[config.mk]
export PLATFORM = sky130hd
export DESIGN_NAME = wau_core
export DESIGN_NICKNAME = d
export VERILOG_FILES = /design/src/rtl/wau_pkg.sv /design/src/rtl/wau_addmul.sv /design/src/rtl/wau_divmod.sv /design/src/rtl/wau_shift.sv /design/src/rtl/wau_logcmp.sv /design/src/rtl/wau_core.sv
export SDC_FILE = /design/constraint.sdc
export NUM_CORES = 2
export LEC_CHECK = 0
export BUFFER_PORTS_ARGS = -buffer_cell sky130_fd_sc_hd__buf_2
export CORE_MARGIN = 2
export CORE_UTILIZATION = 60
export CTS_CLUSTER_SIZE = 24
export DETAILED_ROUTE_END_ITERATION = 10
export PLACE_DENSITY = 0.77
export SLEW_MARGIN = 40
export SYNTH_ARGS = -nofsm -noshare
export SYNTH_HDL_FRONTEND = slang
export SYNTH_SLANG_ARGS = --single-unit
[constraint.sdc]
create_clock -name clk -period 123.7 [get_ports clk]
set_clock_uncertainty 0.2 [all_clocks]
set_input_delay 6.185 -clock clk [delete_from_list [all_inputs] [get_ports clk]]
set_output_delay 6.185 -clock clk [all_outputs]
set_load 0.05 [all_outputs]
[src/rtl/wau_pkg.sv]
package wau_pkg;

  typedef enum logic [3:0] {
    OP_RSV   = 4'd0,
    OP_MOVE  = 4'd1,
    OP_ADD   = 4'd2,
    OP_SUB   = 4'd3,
    OP_MUL   = 4'd4,
    OP_DIV   = 4'd5,
    OP_MOD   = 4'd6,
    OP_SHL   = 4'd7,
    OP_SHR   = 4'd8,
    OP_AND   = 4'd9,
    OP_OR    = 4'd10,
    OP_XOR   = 4'd11,
    OP_IFEQ  = 4'd12,
    OP_IFNE  = 4'd13,
    OP_IFGT  = 4'd14,
    OP_IFANY = 4'd15
  } op_e;

  localparam int COST_LOGIC = 1;
  localparam int COST_ARITH = 2;
  localparam int COST_DIVMOD = 3;
  localparam int COST_COND = 2;

endpackage

[src/rtl/wau_addmul.sv]
module wau_addmul #(
  parameter int DW = 16
) (
  input  logic [DW-1:0] a,
  input  logic [DW-1:0] b,
  output logic [DW-1:0] sum_res,
  output logic [DW-1:0] sum_ovf,
  output logic [DW-1:0] dif_res,
  output logic [DW-1:0] dif_ovf,
  output logic [DW-1:0] mul_res,
  output logic [DW-1:0] mul_ovf
);
  localparam int PW = 2 * DW;

  logic [DW:0]   sum_w;
  logic [DW:0]   dif_w;
  logic [PW-1:0] prod_w;

  always_comb begin
    sum_w  = {1'b0, a} + {1'b0, b};
    dif_w  = {1'b0, a} - {1'b0, b};
    prod_w = PW'(a) * PW'(b);
  end

  assign sum_res = sum_w[DW-1:0];
  assign sum_ovf = DW'(sum_w[DW]);
  assign dif_res = dif_w[DW-1:0];
  assign dif_ovf = DW'(dif_w[DW]);
  assign mul_res = prod_w[DW-1:0];
  assign mul_ovf = prod_w[PW-1:DW];
endmodule

[src/rtl/wau_divmod.sv]
module wau_divmod #(
  parameter int DW = 16
) (
  input  logic [DW-1:0] a,
  input  logic [DW-1:0] b,
  output logic [DW-1:0] div_res,
  output logic [DW-1:0] div_ovf,
  output logic [DW-1:0] mod_res
);
  localparam int PW = 2 * DW;

  logic          den_zero;
  logic [PW-1:0] num_w;
  logic [PW-1:0] quo_w;

  assign den_zero = (b == '0);
  assign num_w    = {a, {DW{1'b0}}};

  // One wide division yields both the integer part (upper half)
  // and the binary fraction (lower half) of A/B.
  always_comb begin
    if (den_zero) begin
      quo_w   = '0;
      mod_res = '0;
    end else begin
      quo_w   = num_w / PW'(b);
      mod_res = a % b;
    end
  end

  assign div_res = quo_w[PW-1:DW];
  assign div_ovf = quo_w[DW-1:0];
endmodule

[src/rtl/wau_shift.sv]
module wau_shift #(
  parameter int DW   = 16,
  parameter bit LEFT = 1'b1
) (
  input  logic [DW-1:0] a,
  input  logic [DW-1:0] b,
  output logic [DW-1:0] sh_res,
  output logic [DW-1:0] sh_ovf
);
  localparam int PW  = 2 * DW;
  localparam int SAW = $clog2(PW);

  logic           too_far;
  logic [SAW-1:0] amt;
  logic [PW-1:0]  wide_w;

  assign too_far = (b >= DW'(PW));
  assign amt     = b[SAW-1:0];

  generate
    if (LEFT) begin : g_left
      always_comb begin
        wide_w = too_far ? '0 : ({{DW{1'b0}}, a} << amt);
      end
      assign sh_res = wide_w[DW-1:0];
      assign sh_ovf = wide_w[PW-1:DW];
    end else begin : g_right
      always_comb begin
        wide_w = too_far ? '0 : ({a, {DW{1'b0}}} >> amt);
      end
      assign sh_res = wide_w[PW-1:DW];
      assign sh_ovf = wide_w[DW-1:0];
    end
  endgenerate
endmodule

[src/rtl/wau_logcmp.sv]
module wau_logcmp #(
  parameter int DW = 16
) (
  input  logic [DW-1:0] a,
  input  logic [DW-1:0] b,
  output logic [DW-1:0] and_res,
  output logic [DW-1:0] or_res,
  output logic [DW-1:0] xor_res,
  output logic          is_eq,
  output logic          is_gt,
  output logic          any_bit
);
  assign and_res = a & b;
  assign or_res  = a | b;
  assign xor_res = a ^ b;
  assign is_eq   = (a == b);
  assign is_gt   = (a > b);
  assign any_bit = |and_res;
endmodule

[src/rtl/wau_core.sv]
module wau_core #(
  parameter int DW = 16,
  parameter int CW = 2
) (
  input  logic          clk,
  input  logic          rst,
  input  logic          in_valid,
  input  logic [3:0]    op,
  input  logic [DW-1:0] opa,
  input  logic [DW-1:0] opb,
  output logic          out_valid,
  output logic [DW-1:0] res,
  output logic [DW-1:0] ovf_val,
  output logic          wr_res,
  output logic          wr_ovf,
  output logic          skip,
  output logic [CW-1:0] cost
);
  import wau_pkg::*;

  logic [DW-1:0] sum_res, sum_ovf, dif_res, dif_ovf, mul_res, mul_ovf;
  logic [DW-1:0] div_res, div_ovf, mod_res;
  logic [DW-1:0] shl_res, shl_ovf, shr_res, shr_ovf;
  logic [DW-1:0] and_res, or_res, xor_res;
  logic          is_eq, is_gt, any_bit;

  wau_addmul #(.DW(DW)) u_addmul (
    .a(opa), .b(opb),
    .sum_res(sum_res), .sum_ovf(sum_ovf),
    .dif_res(dif_res), .dif_ovf(dif_ovf),
    .mul_res(mul_res), .mul_ovf(mul_ovf)
  );

  wau_divmod #(.DW(DW)) u_divmod (
    .a(opa), .b(opb),
    .div_res(div_res), .div_ovf(div_ovf), .mod_res(mod_res)
  );

  wau_shift #(.DW(DW), .LEFT(1'b1)) u_shl (
    .a(opa), .b(opb), .sh_res(shl_res), .sh_ovf(shl_ovf)
  );

  wau_shift #(.DW(DW), .LEFT(1'b0)) u_shr (
    .a(opa), .b(opb), .sh_res(shr_res), .sh_ovf(shr_ovf)
  );

  wau_logcmp #(.DW(DW)) u_logcmp (
    .a(opa), .b(opb),
    .and_res(and_res), .or_res(or_res), .xor_res(xor_res),
    .is_eq(is_eq), .is_gt(is_gt), .any_bit(any_bit)
  );

  logic [DW-1:0] n_res, n_ovf;
  logic          n_wr, n_wo, n_skip;
  logic [CW-1:0] n_cost;

  always_comb begin
    n_res  = '0;
    n_ovf  = '0;
    n_wr   = 1'b0;
    n_wo   = 1'b0;
    n_skip = 1'b0;
    n_cost = '0;
    unique case (op_e'(op))
      OP_MOVE: begin n_res = opb;     n_wr = 1'b1; n_cost = CW'(COST_LOGIC); end
      OP_AND:  begin n_res = and_res; n_wr = 1'b1; n_cost = CW'(COST_LOGIC); end
      OP_OR:   begin n_res = or_res;  n_wr = 1'b1; n_cost = CW'(COST_LOGIC); end
      OP_XOR:  begin n_res = xor_res; n_wr = 1'b1; n_cost = CW'(COST_LOGIC); end
      OP_ADD: begin
        n_res = sum_res; n_ovf = sum_ovf; n_wr = 1'b1; n_wo = 1'b1;
        n_cost = CW'(COST_ARITH);
      end
      OP_SUB: begin
        n_res = dif_res; n_ovf = dif_ovf; n_wr = 1'b1; n_wo = 1'b1;
        n_cost = CW'(COST_ARITH);
      end
      OP_MUL: begin
        n_res = mul_res; n_ovf = mul_ovf; n_wr = 1'b1; n_wo = 1'b1;
        n_cost = CW'(COST_ARITH);
      end
      OP_SHL: begin
        n_res = shl_res; n_ovf = shl_ovf; n_wr = 1'b1; n_wo = 1'b1;
        n_cost = CW'(COST_ARITH);
      end
      OP_SHR: begin
        n_res = shr_res; n_ovf = shr_ovf; n_wr = 1'b1; n_wo = 1'b1;
        n_cost = CW'(COST_ARITH);
      end
      OP_DIV: begin
        n_res = div_res; n_ovf = div_ovf; n_wr = 1'b1; n_wo = 1'b1;
        n_cost = CW'(COST_DIVMOD);
      end
      OP_MOD: begin
        n_res = mod_res; n_wr = 1'b1; n_cost = CW'(COST_DIVMOD);
      end
      OP_IFEQ:  n_skip = !is_eq;
      OP_IFNE:  n_skip = is_eq;
      OP_IFGT:  n_skip = !is_gt;
      OP_IFANY: n_skip = !any_bit;
      default: ;
    endcase
    if (op >= 4'(OP_IFEQ)) begin
      n_cost = CW'(COST_COND) + CW'(n_skip);
    end
  end

  always_ff @(posedge clk) begin
    if (rst) begin
      out_valid <= 1'b0;
      res       <= '0;
      ovf_val   <= '0;
      wr_res    <= 1'b0;
      wr_ovf    <= 1'b0;
      skip      <= 1'b0;
      cost      <= '0;
    end else begin
      out_valid <= in_valid;
      if (in_valid) begin
        res     <= n_res;
        ovf_val <= n_ovf;
        wr_res  <= n_wr;
        wr_ovf  <= n_wo;
        skip    <= n_skip;
        cost    <= n_cost;
      end else begin
        res     <= '0;
        ovf_val <= '0;
        wr_res  <= 1'b0;
        wr_ovf  <= 1'b0;
        skip    <= 1'b0;
        cost    <= '0;
      end
    end
  end
endmodule

==> impl_metrics.env <==
export IMPL_cts_resized=0
export IMPL_worstSetupPathType="primary input to flip-flop"
export IMPL_row_count=99
export IMPL_dpl_cell_count=6958
export IMPL_synth_area_um2=43900
export IMPL_cap_violations=0
export IMPL_htree_levels=2
export IMPL_finalHoldViolations=0
export IMPL_synth_compound_area_frac=0.311
export IMPL_ys_top_cells_by_area="ha_1 (19%), fa_1 (9.0%), nand2_1 (5.3%), nor2_1 (5.1%), a21oi_1 (4.7%)"
export IMPL_synthCells=6091
export IMPL_tightest_slew_ps=931
export IMPL_avgRoutedWirePerCell_um=22.6
export IMPL_hold_buffers=0
export IMPL_layoutNonFillerInstCount=6971
export IMPL_initial_core_util=0.604
export IMPL_yosys_area_top_type_share=0.190
export IMPL_cts_buffer_depth=2
export IMPL_ant_nets=0
export IMPL_postSynth_asyncResetShare=0
export IMPL_syn_nets=6993
export IMPL_syn_avg_cell_area_um2=7.21
export IMPL_io_pins=77
export IMPL_die_area_um2=75300
export IMPL_worst_slack_ps=22220
export IMPL_critPathMaxFanout=40
export IMPL_vias=47300
export IMPL_arrival_ps=101480
export IMPL_io_buffers=76
export IMPL_finalCriticalPeriod_ps=101480
export IMPL_yosysSeqAreaShare=0.0173
export IMPL_area_growth_pct=3.48
export IMPL_grt_usage=0.410
export IMPL_yosys_area_share_adder=0.280
export IMPL_die_h_um=274
export IMPL_postCtsSetupBuffers=0
export IMPL_firstDrtPassIters=11
export IMPL_multiInputGateArea_um2=40800
export IMPL_hpwl_um=122000
export IMPL_die_width_um=274
export IMPL_yosys_area_share_simple=0.229
export IMPL_final_net_count=6909
export IMPL_fill_cells=6811
export IMPL_grt_pass1_wl_um=246000
export IMPL_yosys_most_used_dff="dfxtp_1"
export IMPL_required_ps=123700
export IMPL_drive_gt1_frac=0.0761
export IMPL_synthDistinctLibCells=126
export IMPL_setup_viol=0
export IMPL_fmaxAchievable_mhz=9.85
export IMPL_tns_ps=0
export IMPL_slowest_stage="a21boi_4"
export IMPL_grt_max_degree=65
export IMPL_end_kind="flip-flop"
export IMPL_place_ws_ps=23780
export IMPL_critical_path_max_stage_delay_ps=750
export IMPL_core_um2=72700
export IMPL_status="complete, no violations"
export IMPL_overflow=0
export IMPL_gp_congestion=1.06
export IMPL_cts_tree="done"
export IMPL_synth_top_family_by_area="compound AO/OA/AOI/OAI gates"
export IMPL_synth_xor_area_frac=0.0571
export IMPL_numCtsBuffers=5
export IMPL_slew_headroom=0.379
export IMPL_cpMostUsedCell="o21a_1"
export IMPL_cts_sinks=38
export IMPL_synth_seq_cells=38
export IMPL_drv_slew=0
export IMPL_hold_class="primary input to flip-flop"
export IMPL_synth_warnings=0
export IMPL_drtIter0Drc=5407
export IMPL_vias_per_cell=6.79
export IMPL_first_global_vias=44000
export IMPL_clk_pin_slew_worst_paths_ps=70
export IMPL_synth_edff_count=0
export IMPL_fin_crit_sh=0.820
export IMPL_rsz0062_at_grt="no"
export IMPL_regArea_um2=761
export IMPL_yosysTopAreaCell="ha_1"
export IMPL_drc_errors=0
export IMPL_synthMuxAreaShare=0.0505
export IMPL_wl_um=158000
export IMPL_cts_root_buf="clkbuf_16"
export IMPL_antenna_found_initial=5
export IMPL_fin_hold_ws_ps=6220
export IMPL_start_kind="primary input"
## cell usage in the layout, fill, tap and decap left out, types with 189 or more instances in the layout
cell / count
fa_1: 198
o21ai_0: 317
inv_1: 360
a21o_1: 189
ha_1: 665
o21a_1: 266
nand2_1: 618
nor3_1: 249
a21oi_1: 407
nor2_1: 586
## synthesized netlist by cell type (42+ instances only)
library cell and count:
ha_1 665, nand2_1 618, nor2_1 592, a21oi_1 410, inv_1 373, o21ai_0 320
o21a_1 266, nor3_1 252, fa_1 198, a21o_1 189, clkbuf_1 187, xnor2_1 180
o31ai_1 147, xor2_1 106, nand3_1 104, mux2_2 94, nand2b_1 90, and2_1 61
o211ai_1 61, nor2b_1 60, mux2i_1 58, nand4_1 54, or2_2 54, or3_1 45
o21bai_1 44, a22oi_1 42
## sequential cells by signal, summed over array words and instances (netlist names)
signal and count:
out_valid 1, res 16, cost 2, wr_res 1, wr_ovf 1, ovf_val 16
skip 1
## worst paths after layout
kind,from,depth (start not counted),end
setup / recovery,opb[1],423,ovf_val[0]$_SDFF_PP0_
hold / removal,op[2],2,skip$_SDFF_PP0_
## final cells by class
cell class / instances / share of cell area
Multi-Input combinational cell: 5423 / 0.899
Inverter: 381 / 0.0317
Tap cell: 959 / 0.0264
Timing Repair Buffer: 158 / 0.0227
Sequential cell: 38 / 0.0168
Clock buffer: 7 / 0.00292
Clock inverter: 1 / 0.000661
Antenna cell: 4 / 0.000220
## metrics by stage
step	util	instance area, um^2
6_report	0.625	45400
3_5_place_dp	0.622	45200
3_3_place_gp	0.621	45100
5_1_grt	0.625	45400
2_1_floorplan	-	43900
4_1_cts	0.624	45400
## kinds of logic after synthesis
kind of cell               count (synthesis)
and+or+nand+nor                         2108
AOI/OAI and AO/OA                       1981
adders and majority gates                863
buffers and inverters                    630
xor gates and xnor gates                 286
muxes                                    185
DFF                                       38
## metal layers
metal | global-route usage | up-vias | share of wire
met5 | 0 | - | 0.00030
met4 | 0.150 | 8 | 0.045
met3 | 0.108 | 471 | 0.12
met2 | 0.619 | 2468 | 0.41
met1 | 0.557 | 22100 | 0.42
li1 | - | 22300 | -
## critical path: cells and delay by family
family / cells / cell delay (ps)
AO/OA/AOI/OAI: 268 / 57730
adder cells (fa/ha/maj): 32 / 10630
buffers and inverters: 20 / 4880
multiplexers: 7 / 2240
AND/OR/NAND/NOR: 96 / 19600
Power is not shown: default switching activity piles up to over one toggle a cycle in this logic, so the estimate is an artifact.
